$ cat config.mk
export PLATFORM = sky130hd
export DESIGN_NAME = spi_rxbuf_flags
export DESIGN_NICKNAME = d
export VERILOG_FILES = /design/src/rtl/rxb_pkg.sv /design/src/rtl/rxb_decode.sv /design/src/rtl/rxb_hold.sv /design/src/rtl/rxb_flags.sv /design/src/rtl/rxb_readmux.sv /design/src/rtl/spi_rxbuf_flags.sv
export SDC_FILE = /design/constraint.sdc
export NUM_CORES = 1
export LEC_CHECK = 0
export BUFFER_PORTS_ARGS = -buffer_cell sky130_fd_sc_hd__clkbuf_2
export CAP_MARGIN = 20
export CORE_MARGIN = 1
export CORE_UTILIZATION = 44
export DETAILED_ROUTE_END_ITERATION = 7
export HOLD_SLACK_MARGIN = 0.1
export PLACE_DENSITY = 0.78
export SLEW_MARGIN = 10
export SYNTH_ARGS = -nofsm -noshare
export SYNTH_HDL_FRONTEND = slang
export SYNTH_SLANG_ARGS = --single-unit
export TNS_END_PERCENT = 50
$ cat constraint.sdc
create_clock -name clk -period 1.5 [get_ports clk]
set_input_delay 0.3 -clock clk [delete_from_list [all_inputs] [get_ports clk]]
set_output_delay 0.3 -clock clk [all_outputs]
set_load 0.05 [all_outputs]
$ cat src/rtl/rxb_pkg.sv
package rxb_pkg;

  typedef enum logic [1:0] {
    A_CTRL = 2'd0,
    A_BUF  = 2'd1,
    A_MIR  = 2'd2,
    A_RSVD = 2'd3
  } rxb_addr_e;

  // control register bit positions
  localparam int CTL_RXIE = 0;
  localparam int CTL_OVIE = 1;
  localparam int CTL_RXF  = 4;
  localparam int CTL_OVF  = 5;

  typedef struct packed {
    logic       buf_rd;
    logic       clr_rx;
    logic       clr_ovr;
    logic       ctl_wr;
    logic [1:0] ctl_val;
  } rxb_cmd_t;

endpackage

$ cat src/rtl/rxb_decode.sv
module rxb_decode
  import rxb_pkg::*;
#(
  parameter int DW   = 16,
  parameter int RD_W = 32
) (
  input  logic            rd_en,
  input  logic            wr_en,
  input  logic [1:0]      addr,
  input  logic [RD_W-1:0] wr_data,
  output rxb_cmd_t        cmd
);
  localparam int RXF_IMG = DW;
  localparam int OVF_IMG = DW + 1;

  logic is_ctl, is_buf;
  logic unused_wbits;

  assign is_ctl       = (addr == A_CTRL);
  assign is_buf       = (addr == A_BUF);
  assign unused_wbits = ^wr_data;

  always_comb begin
    cmd         = '0;
    cmd.buf_rd  = rd_en && is_buf;
    cmd.clr_rx  = wr_en && ((is_ctl && wr_data[CTL_RXF]) ||
                            (is_buf && wr_data[RXF_IMG]));
    cmd.clr_ovr = wr_en && ((is_ctl && wr_data[CTL_OVF]) ||
                            (is_buf && wr_data[OVF_IMG]));
    cmd.ctl_wr  = wr_en && is_ctl;
    cmd.ctl_val = {wr_data[CTL_OVIE], wr_data[CTL_RXIE]};
  end
endmodule

$ cat src/rtl/rxb_hold.sv
module rxb_hold #(
  parameter int DW = 16
) (
  input  logic          clk,
  input  logic          rst,
  input  logic          load,
  input  logic [DW-1:0] din,
  input  logic          consume,
  output logic [DW-1:0] dout,
  output logic          pending
);
  always_ff @(posedge clk) begin
    if (rst) begin
      dout    <= '0;
      pending <= 1'b0;
    end else begin
      if (load) dout <= din;
      if (load)         pending <= 1'b1;
      else if (consume) pending <= 1'b0;
    end
  end
endmodule

$ cat src/rtl/rxb_flags.sv
module rxb_flags (
  input  logic       clk,
  input  logic       rst,
  input  logic       mod_en,
  input  logic       load,
  input  logic       pending,
  input  logic       consume,
  input  logic       clr_rx,
  input  logic       clr_ovr,
  input  logic       ctl_wr,
  input  logic [1:0] ctl_val,
  output logic       rx_flag,
  output logic       ovr_flag,
  output logic       rx_ie,
  output logic       ovr_ie,
  output logic       irq
);
  logic rx_nxt, ovr_nxt, rx_ie_nxt, ovr_ie_nxt, ovr_set;

  assign ovr_set = load && pending && !consume;

  always_comb begin
    rx_nxt = rx_flag;
    if (load)                           rx_nxt = 1'b1;
    else if (consume || clr_rx || !mod_en) rx_nxt = 1'b0;

    ovr_nxt = ovr_flag;
    if (ovr_set)                 ovr_nxt = 1'b1;
    else if (consume || clr_ovr) ovr_nxt = 1'b0;

    rx_ie_nxt  = ctl_wr ? ctl_val[0] : rx_ie;
    ovr_ie_nxt = ctl_wr ? ctl_val[1] : ovr_ie;
  end

  always_ff @(posedge clk) begin
    if (rst) begin
      rx_flag  <= 1'b0;
      ovr_flag <= 1'b0;
      rx_ie    <= 1'b0;
      ovr_ie   <= 1'b0;
      irq      <= 1'b0;
    end else begin
      rx_flag  <= rx_nxt;
      ovr_flag <= ovr_nxt;
      rx_ie    <= rx_ie_nxt;
      ovr_ie   <= ovr_ie_nxt;
      irq      <= (rx_nxt && rx_ie_nxt) || (ovr_nxt && ovr_ie_nxt);
    end
  end
endmodule

$ cat src/rtl/rxb_readmux.sv
module rxb_readmux
  import rxb_pkg::*;
#(
  parameter int DW   = 16,
  parameter int RD_W = 32
) (
  input  logic            clk,
  input  logic            rst,
  input  logic            rd_en,
  input  logic [1:0]      addr,
  input  logic [DW-1:0]   data,
  input  logic            rx_flag,
  input  logic            ovr_flag,
  input  logic            rx_ie,
  input  logic            ovr_ie,
  output logic [RD_W-1:0] rd_data
);
  logic [RD_W-1:0] mux_word;

  always_comb begin
    mux_word = '0;
    case (addr)
      A_CTRL: begin
        mux_word[CTL_RXIE] = rx_ie;
        mux_word[CTL_OVIE] = ovr_ie;
        mux_word[CTL_RXF]  = rx_flag;
        mux_word[CTL_OVF]  = ovr_flag;
      end
      A_BUF, A_MIR: begin
        mux_word[DW-1:0] = data;
        mux_word[DW]     = rx_flag;
        mux_word[DW+1]   = ovr_flag;
      end
      default: mux_word = '0;
    endcase
  end

  always_ff @(posedge clk) begin
    if (rst)        rd_data <= '0;
    else if (rd_en) rd_data <= mux_word;
  end
endmodule

$ cat src/rtl/spi_rxbuf_flags.sv
module spi_rxbuf_flags
  import rxb_pkg::*;
#(
  parameter int DW   = 16,
  parameter int RD_W = 32
) (
  input  logic            clk,
  input  logic            rst,
  input  logic            mod_en,
  input  logic            word_done,
  input  logic [DW-1:0]   word_in,
  input  logic            rd_en,
  input  logic            wr_en,
  input  logic [1:0]      addr,
  input  logic [RD_W-1:0] wr_data,
  output logic [RD_W-1:0] rd_data,
  output logic            irq
);
  rxb_cmd_t      cmd;
  logic          load, pending, rx_flag, ovr_flag, rx_ie, ovr_ie;
  logic [DW-1:0] held;

  assign load = word_done && mod_en;

  rxb_decode #(.DW(DW), .RD_W(RD_W)) u_dec (
    .rd_en(rd_en), .wr_en(wr_en), .addr(addr), .wr_data(wr_data), .cmd(cmd)
  );

  rxb_hold #(.DW(DW)) u_hold (
    .clk(clk), .rst(rst), .load(load), .din(word_in),
    .consume(cmd.buf_rd), .dout(held), .pending(pending)
  );

  rxb_flags u_flags (
    .clk(clk), .rst(rst), .mod_en(mod_en), .load(load), .pending(pending),
    .consume(cmd.buf_rd), .clr_rx(cmd.clr_rx), .clr_ovr(cmd.clr_ovr),
    .ctl_wr(cmd.ctl_wr), .ctl_val(cmd.ctl_val),
    .rx_flag(rx_flag), .ovr_flag(ovr_flag), .rx_ie(rx_ie), .ovr_ie(ovr_ie),
    .irq(irq)
  );

  rxb_readmux #(.DW(DW), .RD_W(RD_W)) u_rmux (
    .clk(clk), .rst(rst), .rd_en(rd_en), .addr(addr), .data(held),
    .rx_flag(rx_flag), .ovr_flag(ovr_flag), .rx_ie(rx_ie), .ovr_ie(ovr_ie),
    .rd_data(rd_data)
  );
endmodule

==> impl_metrics.yaml <==
synth:
  ys_warn_count: 0
  synth_most_common_cell: "dfxtp_1"
  synth_seq_cells: 40
  syn-instance-count: 200
  syn-cell-area_um2: 1690
  synth_edf_count: 0
  netlist_top_cells_count: "40 x dfxtp_1, 37 x nand2_1, 31 x a21oi_1, 15 x buf_4, 15 x nand3_1"
  syn_area_per_cell_um2: 8.43
  async_reset_ff_share_pct: 0
  synth_ff_type: "dfxtp_1"
  yosysSeqAreaShare_pct: 47.5
  synth.area.top_cells: "dfxtp_1 48%, a21oi_1 9.2%, nand2_1 8.2%, buf_4 6.7%, nand2b_1 5.2%"
  synth_top_area_share_pct: 47.5
  ys_types: 24
  synth_top_cell_by_area: "dfxtp_1"
route:
  wire_per_inst_um: 11.1
  dr.pass1.iters: 5
  dr_total_vias: 1418
  drtIter0Drc: 61
  drt_drc_violations_left: 0
  post_drt_via_cell_ratio: 4.71
  drtAntennaViolNets: 0
  wl_um: 3350
placed_design:
  io_buffers: 48
  gp_congestion: 0.762
  hpwl_um: 2400
  place_inst: 293
cells_and_area:
  diodes: 0
  drive_above_1_share_pct: 26.1
  nFillCells: 363
  stdcell_count: 301
  syn2layout_area_growth_pct: 21.0
  final_nets: 311
job:
  max_cap_violations: 0
clock_tree:
  cts_hold_buffers: 0
  cts_buffers: 5
  worstSkewPairLatency_ns: 0.30
  cts_max_level: 2
  path_clk_slew_ns: 0.08
  post_cts_buffers: 0
  cts_tree: "yes"
  cts_root_buf: "clkbuf_8"
  cts_resized: 0
  clockBufferDepth: 2
  clock_sinks: 40
critical_path:
  cp_data_required_time_ns: 1.20
  arrival_ns: 0.93
  crit_path_end_kind: "output pin"
  worst-path-max-fanout: 2
  crit_buf_inv: 1
  critPathTopFamily: "flip-flops"
  critPathMaxStageDelay_ns: 0.35
  crit_slowest_cell: "dfxtp_1"
  path_class: "flip-flop to output pin"
  startpoint_type: "flip-flop"
  r2r_end: "u_flags.irq"
  reg2regPathDepth: 4
  reg2reg_setup_slack_ns: 0.47
  r2r-start: "u_flags.ovr_flag"
  critical_path_depth: 1
  crit_chain: "clkbuf_2"
floorplan:
  dieWidth_um: 63.9
  rows: 22
  die_y_um: 63.9
  die_area_um2: 4080
  start_util_pct: 46.0
  core_um2: 3660
  io_pins: 89
global_routing:
  grt_pass1_vias: 1242
  gr-usage-all-layers_pct: 17.8
  gr-total-overflow: 0
  antenna_found_initial: 0
  grt_pass1_wl_um: 5460
  grt_max_degree: 36
timing:
  finalMaxSlewViolations: 0
  rsz0062_at_grt: "false"
  hold_viol_final: 0
  hold_slack_ns: 0.218
  max_freq_mhz: 814
  clock_skew_ns: 0.00536
  fin_crit_sh_pct: 81.9
  finalSetupViolCount: 0
  fin_crit_ns: 1.23
pwr:
  vdd_drop_max_uv: 674
  leakagePower_nw: 0.919
  p_per_area_nw_per_um2: 1120
hold_path:
  hp-class: "primary input to flip-flop"
  hold_path_depth: 3
  hp-start: "word_in[12]"
  min_to: "u_hold.dout[12]"
status:
  status: "completed"
==> worst register-to-register path: stages, from the launching register on <==
cell     delay [ns]
dfxtp_1        0.34
and2b_1        0.17
a221o_1        0.25
nand2_1        0.08
o32ai_1        0.08
==> layer usage <==
metal / wire (um) / track usage [%] / share of wire [%]
met2: 1600 / 28.9 / 48
met4: 84 / 11.1 / 2.5
met5: 0 / 0 / 0
met3: 163 / 4.64 / 4.9
met1: 1500 / 20.8 / 45
==> flip-flops by register name, indices dropped and copies added (netlist names) <==
| signal | flops |
|---|---|
| u_flags.ovr_flag | 1 |
| u_flags.ovr_ie | 1 |
| u_hold.pending | 1 |
| u_flags.rx_flag | 1 |
| u_flags.rx_ie | 1 |
| u_flags.irq | 1 |
| u_hold.dout | 16 |
| u_rmux.rd_data | 18 |
==> layout by cell type (no fill, tap or decap), types with 3 or more instances in the layout <==
cell type  instances
clkbuf_2          48
dfxtp_1           40
nand2_1           37
a21oi_1           31
nand3_1           15
nand2b_1          14
conb_1            14
nor2_1            12
buf_4             10
mux2i_1            6
a22oi_1            5
clkbuf_8           5
inv_1              3
ha_1               3
==> logic make-up (layout without fill, tap and decap cells) <==
logic type,after synthesis,after routing,synth area share [%]
AND/OR/NAND/NOR,81,81,21.8
AO/OA/AOI/OAI,40,40,13.5
flip-flops,40,40,47.5
buffers and inverters,29,69,11.2
multiplexers,6,6,3.56
adder cells (fa/ha/maj),3,3,2.23
other,1,14,0.223
==> worst max-delay path by stage <==
stage,startpoint,to,slack [ns]
finish,u_rmux.rd_data[16],rd_data[16],0.27
global route,addr[1],u_flags.irq,0.20
CTS,u_rmux.rd_data[16],rd_data[16],0.26
detailed placement,addr[1],u_flags.irq,-0.02
global placement,addr[1],u_flags.irq,0.004
floorplan,addr[1],u_flags.irq,0.21
==> power breakdown <==
part	internal [mW]	switching, mW	total [mW]
Combinational	0.0952	0.217	0.312
Sequential	1.09	0.0175	1.11
Clock	0.494	0.368	0.862
==> cell type report <==
class	count	area (um^2)	share of cell area, %
Inverter	3	11.3	0.552
Tap cell	48	60.1	2.94
Multi-Input combinational cell	144	744	36.5
Sequential cell	40	801	39.3
Clock buffer	6	72.6	3.56
Timing Repair Buffer	58	315	15.5
Clock inverter	2	35.0	1.72
==> metrics by stage <==
step / instance area (um^2) / setup WS (ns) / TNS, ns / util [%] / total power, mW
final: 2040 / 0.272 / 0 / 55.7 / 2.29
after global routing: 2040 / 0.202 / 0 / 55.7 / 2.38
after CTS: 2040 / 0.263 / 0 / 55.7 / 2.30
after detailed placement: 1930 / -0.0231 / -0.0231 / 52.8 / 1.45
after global placement: 1930 / 0.00387 / 0 / 52.8 / 1.45
after floorplan: 1730 / 0.209 / 0 / - / 1.39
Note: power is estimated with default switching activity, not from simulation.
